$ cat config.mk
export PLATFORM = sky130hd
export DESIGN_NAME = pm_match_engine
export DESIGN_NICKNAME = d
export VERILOG_FILES = /design/src/rtl/pm_pkg.sv /design/src/rtl/pm_edge_detect.sv /design/src/rtl/pm_slice.sv /design/src/rtl/pm_combine.sv /design/src/rtl/pm_match_engine.sv
export SDC_FILE = /design/constraint.sdc
export NUM_CORES = 1
export LEC_CHECK = 0
export BUFFER_PORTS_ARGS = -buffer_cell sky130_fd_sc_hd__buf_4
export CORE_MARGIN = 5
export CORE_UTILIZATION = 50
export CTS_BUF_LIST = sky130_fd_sc_hd__clkbuf_4
export DETAILED_ROUTE_END_ITERATION = 10
export GPL_ROUTABILITY_DRIVEN = 0
export PLACE_DENSITY_LB_ADDON = 0.15
export SETUP_SLACK_MARGIN = 0.4
export SLEW_MARGIN = 30
export SYNTH_ARGS = -nofsm -noshare
export SYNTH_HDL_FRONTEND = slang
export SYNTH_SLANG_ARGS = --single-unit
$ cat constraint.sdc
create_clock -name clk -period 2.65 [get_ports clk]
set_input_delay 0.1325 -clock clk [delete_from_list [all_inputs] [get_ports clk]]
set_output_delay 0.1325 -clock clk [all_outputs]
set_load 0.02 [all_outputs]
$ cat src/rtl/pm_pkg.sv
package pm_pkg;
   typedef enum logic [2:0] {
      PM_TRUE    = 3'd0,
      PM_ST_RISE = 3'd1,
      PM_ST_FALL = 3'd2,
      PM_ST_BOTH = 3'd3,
      PM_HIGH    = 3'd4,
      PM_LOW     = 3'd5,
      PM_FALSE   = 3'd6,
      PM_EVENT   = 3'd7
   } pm_cond_e;

   typedef enum logic [1:0] {
      PM_WR_SRC  = 2'd0,
      PM_WR_COND = 2'd1,
      PM_WR_END  = 2'd2,
      PM_WR_NONE = 2'd3
   } pm_wr_e;
endpackage

$ cat src/rtl/pm_edge_detect.sv
module pm_edge_detect #(
   parameter int N_IN = 8
) (
   input  logic            clk,
   input  logic            rst_n,
   input  logic [N_IN-1:0] in_i,
   output logic [N_IN-1:0] rise_o,
   output logic [N_IN-1:0] fall_o
);
   logic [N_IN-1:0] prev_q;

   always_ff @(posedge clk) begin
      if (!rst_n) prev_q <= '0;
      else        prev_q <= in_i;
   end

   assign rise_o = in_i & ~prev_q;
   assign fall_o = ~in_i & prev_q;

   a_r6_edges_exclusive: assert property (@(posedge clk) disable iff (!rst_n)
      (rise_o & fall_o) == '0);
endmodule

$ cat src/rtl/pm_slice.sv
module pm_slice
   import pm_pkg::*;
#(
   parameter int N_IN      = 8,
   parameter int SRC_W     = 3,
   parameter int DATA_W    = 3,
   parameter bit FORCE_END = 1'b0
) (
   input  logic              clk,
   input  logic              rst_n,
   input  logic              wr_src,
   input  logic              wr_cond,
   input  logic              wr_end,
   input  logic [DATA_W-1:0] wr_data,
   input  logic [N_IN-1:0]   lvl_i,
   input  logic [N_IN-1:0]   rise_i,
   input  logic [N_IN-1:0]   fall_i,
   output logic              val_o,
   output logic              end_o
);
   logic [SRC_W-1:0] src_q;
   pm_cond_e         cond_q;
   logic             end_q;
   logic             sticky_q;
   logic             sel_lvl, sel_rise, sel_fall, catch_edge;

   always_ff @(posedge clk) begin
      if (!rst_n) begin
         src_q  <= '0;
         cond_q <= PM_FALSE;
         end_q  <= 1'b0;
      end else begin
         if (wr_src)  src_q  <= wr_data[SRC_W-1:0];
         if (wr_cond) cond_q <= pm_cond_e'(wr_data[2:0]);
         if (wr_end)  end_q  <= wr_data[0];
      end
   end

   assign sel_lvl  = lvl_i[src_q];
   assign sel_rise = rise_i[src_q];
   assign sel_fall = fall_i[src_q];

   always_comb begin
      case (cond_q)
         PM_ST_RISE: catch_edge = sel_rise;
         PM_ST_FALL: catch_edge = sel_fall;
         PM_ST_BOTH: catch_edge = sel_rise | sel_fall;
         default:    catch_edge = 1'b0;
      endcase
   end

   always_ff @(posedge clk) begin
      if (!rst_n)      sticky_q <= 1'b0;
      else if (wr_src) sticky_q <= 1'b0;
      else if (catch_edge) sticky_q <= 1'b1;
   end

   always_comb begin
      case (cond_q)
         PM_TRUE:    val_o = 1'b1;
         PM_ST_RISE,
         PM_ST_FALL,
         PM_ST_BOTH: val_o = sticky_q | catch_edge;
         PM_HIGH:    val_o = sel_lvl;
         PM_LOW:     val_o = ~sel_lvl;
         PM_EVENT:   val_o = sel_rise | sel_fall;
         default:    val_o = 1'b0;
      endcase
   end

   generate
      if (FORCE_END) begin : g_last
         assign end_o = 1'b1 | end_q;
      end else begin : g_mid
         assign end_o = end_q;
      end
   endgenerate

   a_r5_src_clears: assert property (@(posedge clk) disable iff (!rst_n)
      wr_src |=> !sticky_q);
   a_r4_sticky_holds: assert property (@(posedge clk) disable iff (!rst_n)
      (sticky_q && !wr_src) |=> sticky_q);
   a_r6_event_on_change: assert property (@(posedge clk) disable iff (!rst_n)
      (cond_q == PM_EVENT && $stable(src_q) && val_o) |-> (sel_lvl != $past(sel_lvl)));
endmodule

$ cat src/rtl/pm_combine.sv
module pm_combine #(
   parameter int N_SLICE = 8
) (
   input  logic [N_SLICE-1:0] val_i,
   input  logic [N_SLICE-1:0] end_i,
   output logic               match_o
);
   logic acc;

   always_comb begin
      acc     = 1'b1;
      match_o = 1'b0;
      for (int i = 0; i < N_SLICE; i++) begin
         acc = acc & val_i[i];
         if (end_i[i]) begin
            match_o = match_o | acc;
            acc     = 1'b1;
         end
      end
   end
endmodule

$ cat src/rtl/pm_match_engine.sv
module pm_match_engine
   import pm_pkg::*;
#(
   parameter int N_IN    = 8,
   parameter int N_SLICE = 8,
   localparam int SRC_W   = (N_IN > 1) ? $clog2(N_IN) : 1,
   localparam int SLICE_W = (N_SLICE > 1) ? $clog2(N_SLICE) : 1,
   localparam int DATA_W  = (SRC_W > 3) ? SRC_W : 3
) (
   input  logic               clk,
   input  logic               rst_n,
   input  logic [N_IN-1:0]    in_i,
   input  logic               wr_en,
   input  logic [1:0]         wr_kind,
   input  logic [SLICE_W-1:0] wr_slice,
   input  logic [DATA_W-1:0]  wr_data,
   output logic               match_o,
   output logic               match_rise_o
);
   generate
      if (N_IN < 2 || (1 << SRC_W) != N_IN) begin : g_bad_in
         $error("pm_match_engine: N_IN must be a power of two of at least 2");
      end
      if (N_SLICE < 1) begin : g_bad_slice
         $error("pm_match_engine: N_SLICE must be at least 1");
      end
   endgenerate

   logic [N_IN-1:0]    rise, fall;
   logic [N_SLICE-1:0] vals, ends;
   logic               match_d, match_q, rise_q;

   pm_edge_detect #(.N_IN(N_IN)) u_edge (
      .clk(clk), .rst_n(rst_n), .in_i(in_i), .rise_o(rise), .fall_o(fall)
   );

   for (genvar s = 0; s < N_SLICE; s++) begin : g_slice
      logic hit;
      assign hit = wr_en && (wr_slice == SLICE_W'(s));
      pm_slice #(
         .N_IN(N_IN), .SRC_W(SRC_W), .DATA_W(DATA_W),
         .FORCE_END(s == N_SLICE - 1)
      ) u_slice (
         .clk     (clk),
         .rst_n   (rst_n),
         .wr_src  (hit && wr_kind == PM_WR_SRC),
         .wr_cond (hit && wr_kind == PM_WR_COND),
         .wr_end  (hit && wr_kind == PM_WR_END),
         .wr_data (wr_data),
         .lvl_i   (in_i),
         .rise_i  (rise),
         .fall_i  (fall),
         .val_o   (vals[s]),
         .end_o   (ends[s])
      );
   end

   pm_combine #(.N_SLICE(N_SLICE)) u_comb (
      .val_i(vals), .end_i(ends), .match_o(match_d)
   );

   always_ff @(posedge clk) begin
      if (!rst_n) begin
         match_q <= 1'b0;
         rise_q  <= 1'b0;
      end else begin
         match_q <= match_d;
         rise_q  <= match_d & ~match_q;
      end
   end

   assign match_o      = match_q;
   assign match_rise_o = rise_q;

   a_r11_rise_pulse: assert property (@(posedge clk) disable iff (!rst_n)
      match_rise_o |-> (match_o && !$past(match_o)));
   a_r11_rise_follows: assert property (@(posedge clk) disable iff (!rst_n)
      (match_d && !match_q) |=> match_rise_o);
   a_r8_no_true_slice: assert property (@(posedge clk) disable iff (!rst_n)
      (vals == '0) |=> !match_o);
   a_r9_last_closes: assert property (@(posedge clk) disable iff (!rst_n)
      ends[N_SLICE-1]);
endmodule

==> flow_summary.ini <==
[logic_synthesis]
synth.avg_cell_area_um2 = 9.091
yosysUniqueCellTypes = 57
netlist_area_mm2 = 0.005364
yosysSeqAreaShare = 0.2725
synth_ff_type = dfxtp_1
yosysWarningCount = 0
synthArstFlopShare = 0
synth_edf_count = 0
synthCells = 590
synth_nets = 609
ys_seq_elements = 73

[grt]
grt_use_met3 = 0.05040
grt_max_degree = 74
top_usage_layer = met2
gr-total-overflow = 0
grt_util_all_layers = 0.2582
use_met1 = 0.3289
first_global_vias = 4812
grt_first_pass_wirelength_um = 25960
antenna_found_initial = 0
use_met2 = 0.4350

[timing]
setup_viol = 2
fin_ws_ns = -0.1362
rsz0062_at_grt = yes
clock.fmax_mhz = 358.9
max_slew_margin = 0.4891
hold_viol_final = 0
slew_violations = 0
post-route-min-period_ns = 2.786
worstMarginPinSlew_ns = 0.7605
fin_crit_sh = 1.051
skew_ns = 0.02143

[cells_and_area]
regArea_mm2 = 0.001471
fill_cells = 919
final_util = 0.5883
final_cell_area_mm2 = 0.006128
final_common_cell = buf_4
multi_input_area_mm2 = 0.003664
syn_to_final_growth_pct = 14.25
antenna_cells = 0
layout_common_cells = buf_4 (79), nand2_1 (66), dfxtp_1 (65)
nets = 651
drive_above_1_share = 0.2567

[clock_tree]
clock_sinks = 73
clk_pin_slew_ns = 0.11
cts_buffer_depth = 2
htreeDepth = 3
cts_tree = yes
numCtsBuffers = 9
cts_hold_buf = 0
cts-root-buf = clkbuf_4
clkLatencyLatePin_ns = 0.46

[power]
peakVddDrop_v = 0.0002769
power.total_mw = 2.306
p_switching_uw = 632.8
sequentialPowerShare = 0.490
p_sw_frac = 0.2744
clkPwrFrac = 0.340
powerDensity_mw_per_mm2 = 376.3
p_int_mw = 1.673
leakagePower_nw = 2.104
p_comb_frac = 0.170

[floorplan]
core_mm2 = 0.01042
chipHeight_um = 113.6
ioPinCount = 21
die_area_mm2 = 0.01290
std_cell_rows = 37
start_util = 0.5150
die_w_um = 113.6

[routing]
drt-wirelength-per-cell_um = 21.00
vias_per_cell = 6.428
initialDrtViolationCount = 382
drc = 0
dr.pass1.iters = 5
wl_um = 16190
ant_nets = 0
num_vias = 4956

[placed_design]
port_buffers = 20
hpwl_um = 11680
placedInstanceArea_mm2 = 0.005903

[setup_path]
endpoint_kind = flop
worstPathRequired_ns = 2.99
critPathLaunchType = flop
criticalPathCategory = reg2reg
crit_fanout = 4
reg2regPathDepth = 11
critical_path_arrival_ns = 3.13

[status]
outcome = complete, but fails checks
violations = negative setup slack

[hold_path]
holdCritPathClass = in2reg
min_path_cells = 3

[job]
drv_cap = 0
-- synth_stat cells (3+ instances only) --
library cell  number  share of area
o32a_1             3         0.0056
clkbuf_1          36          0.025
mux2i_1           38          0.071
nor3_1            10         0.0093
mux4_2            39           0.16
o211ai_1           7         0.0098
dfxtp_1           73           0.27
or3_1              3         0.0035
a211o_1            3         0.0049
buf_6              4         0.0084
a22oi_1            5         0.0070
a211oi_1           3         0.0042
nand2_1           66          0.046
mux4_1             6          0.029
o22ai_1            6         0.0070
o221ai_1           5         0.0082
a21oi_1           15          0.014
nor2_1            33          0.023
nand4_1            4         0.0047
nand3_1           45          0.042
nand2b_1          27          0.031
o2111ai_1          5         0.0082
buf_2              7         0.0065
nand4b_1           7          0.011
o21ai_0            9         0.0084
nor3b_1            7         0.0098
inv_1             12         0.0084
mux2_2             3         0.0063
a21boi_0          23          0.032
and2_1            10          0.012
or2b_1             3         0.0042
nor2b_1           36          0.042
a31oi_1            4         0.0047
o211a_1            4         0.0075
-- cells by family (layout without fill, tap and decap cells) --
family,after synthesis,after routing,share of synthesized area
buf+inv,62,107,0.05085
xor+xnor,3,3,0.004899
compound gates,109,109,0.1533
simple gates,257,257,0.2482
mux,86,86,0.2704
flops,73,73,0.2725
-- worst max-delay path, stage by stage (launching register included) --
cell	delay, ns
dfxtp_2	0.35
and2b_1	0.19
mux4_2	0.52
mux2i_2	0.23
a31oi_1	0.13
a311oi_2	0.45
buf_4	0.21
nand2b_1	0.10
and2_1	0.12
o22ai_1	0.07
a211oi_2	0.23
nor3b_1	0.08
-- power groups by stage --
stage | sequential, mW | combinational [mW] | clock [mW]
2_1_floorplan | 1.15 | 0.229 | 0
3_3_place_gp | 1.15 | 0.364 | 0
3_5_place_dp | 1.15 | 0.369 | 0
4_1_cts | 1.13 | 0.382 | 0.803
5_1_grt | 1.13 | 0.416 | 0.837
6_report | 1.13 | 0.393 | 0.784
-- path summary, 6_finish.rpt --
kind	startpoint	slack, ns	end
max	u_edge.prev_q[5]$_SDFF_PN0_	-0.14	match_rise_o$_SDFF_PN0_
min reg2reg	match_o$_SDFF_PN0_	0.48	match_rise_o$_SDFF_PN0_
max reg2reg	u_edge.prev_q[5]$_SDFF_PN0_	-0.14	match_rise_o$_SDFF_PN0_
min	in_i[1]	0.05	u_edge.prev_q[1]$_SDFF_PN0_
-- layer usage --
metal	part of all wire	up-vias
met5	0	-
met4	0.026	0
met3	0.067	35
met2	0.49	200
met1	0.41	2435
li1	-	2286
-- stage by stage --
step / std cells / setup TNS (ns) / hold WS (ns) / setup WS (ns)
finish: 771 / -0.2597 / 0.04854 / -0.1362
global route: 771 / -0.4760 / 0.04721 / -0.2415
CTS: 771 / 0 / 0.01897 / 0.006627
detailed placement: 752 / -0.5126 / 0.4569 / -0.2620
global placement: 752 / -0.3488 / 0.4618 / -0.1775
floorplan: 590 / 0 / 0.2886 / 0.08670
-- state kept, by name (all words and copies together) (netlist names) --
name                      count
match_rise_o                  1
g_slice.u_slice.sticky_q      8
u_edge.prev_q                 8
g_slice.u_slice.end_o         7
g_slice.u_slice.cond_q       24
g_slice.u_slice.src_q        24
match_o                       1
-- repair_timing --
| item | in CTS | in global routing |
|---|---|---|
| setup endpoints to repair | 2 | 2 |
| resized for setup | 15 | 3 |
| pin swaps | 5 | 1 |
| setup buffers | 5 | 0 |
-- layout make-up --
class                   instances  area share
clock buffers                  10     0.01225
repair buffers                 81      0.1033
flip-flops and latches         73      0.2401
clock inverters                 4     0.01143
multi-input cells             455      0.5978
well taps                     136     0.02777
inverters                      12    0.007350
Power figures use the tool's default switching activity.
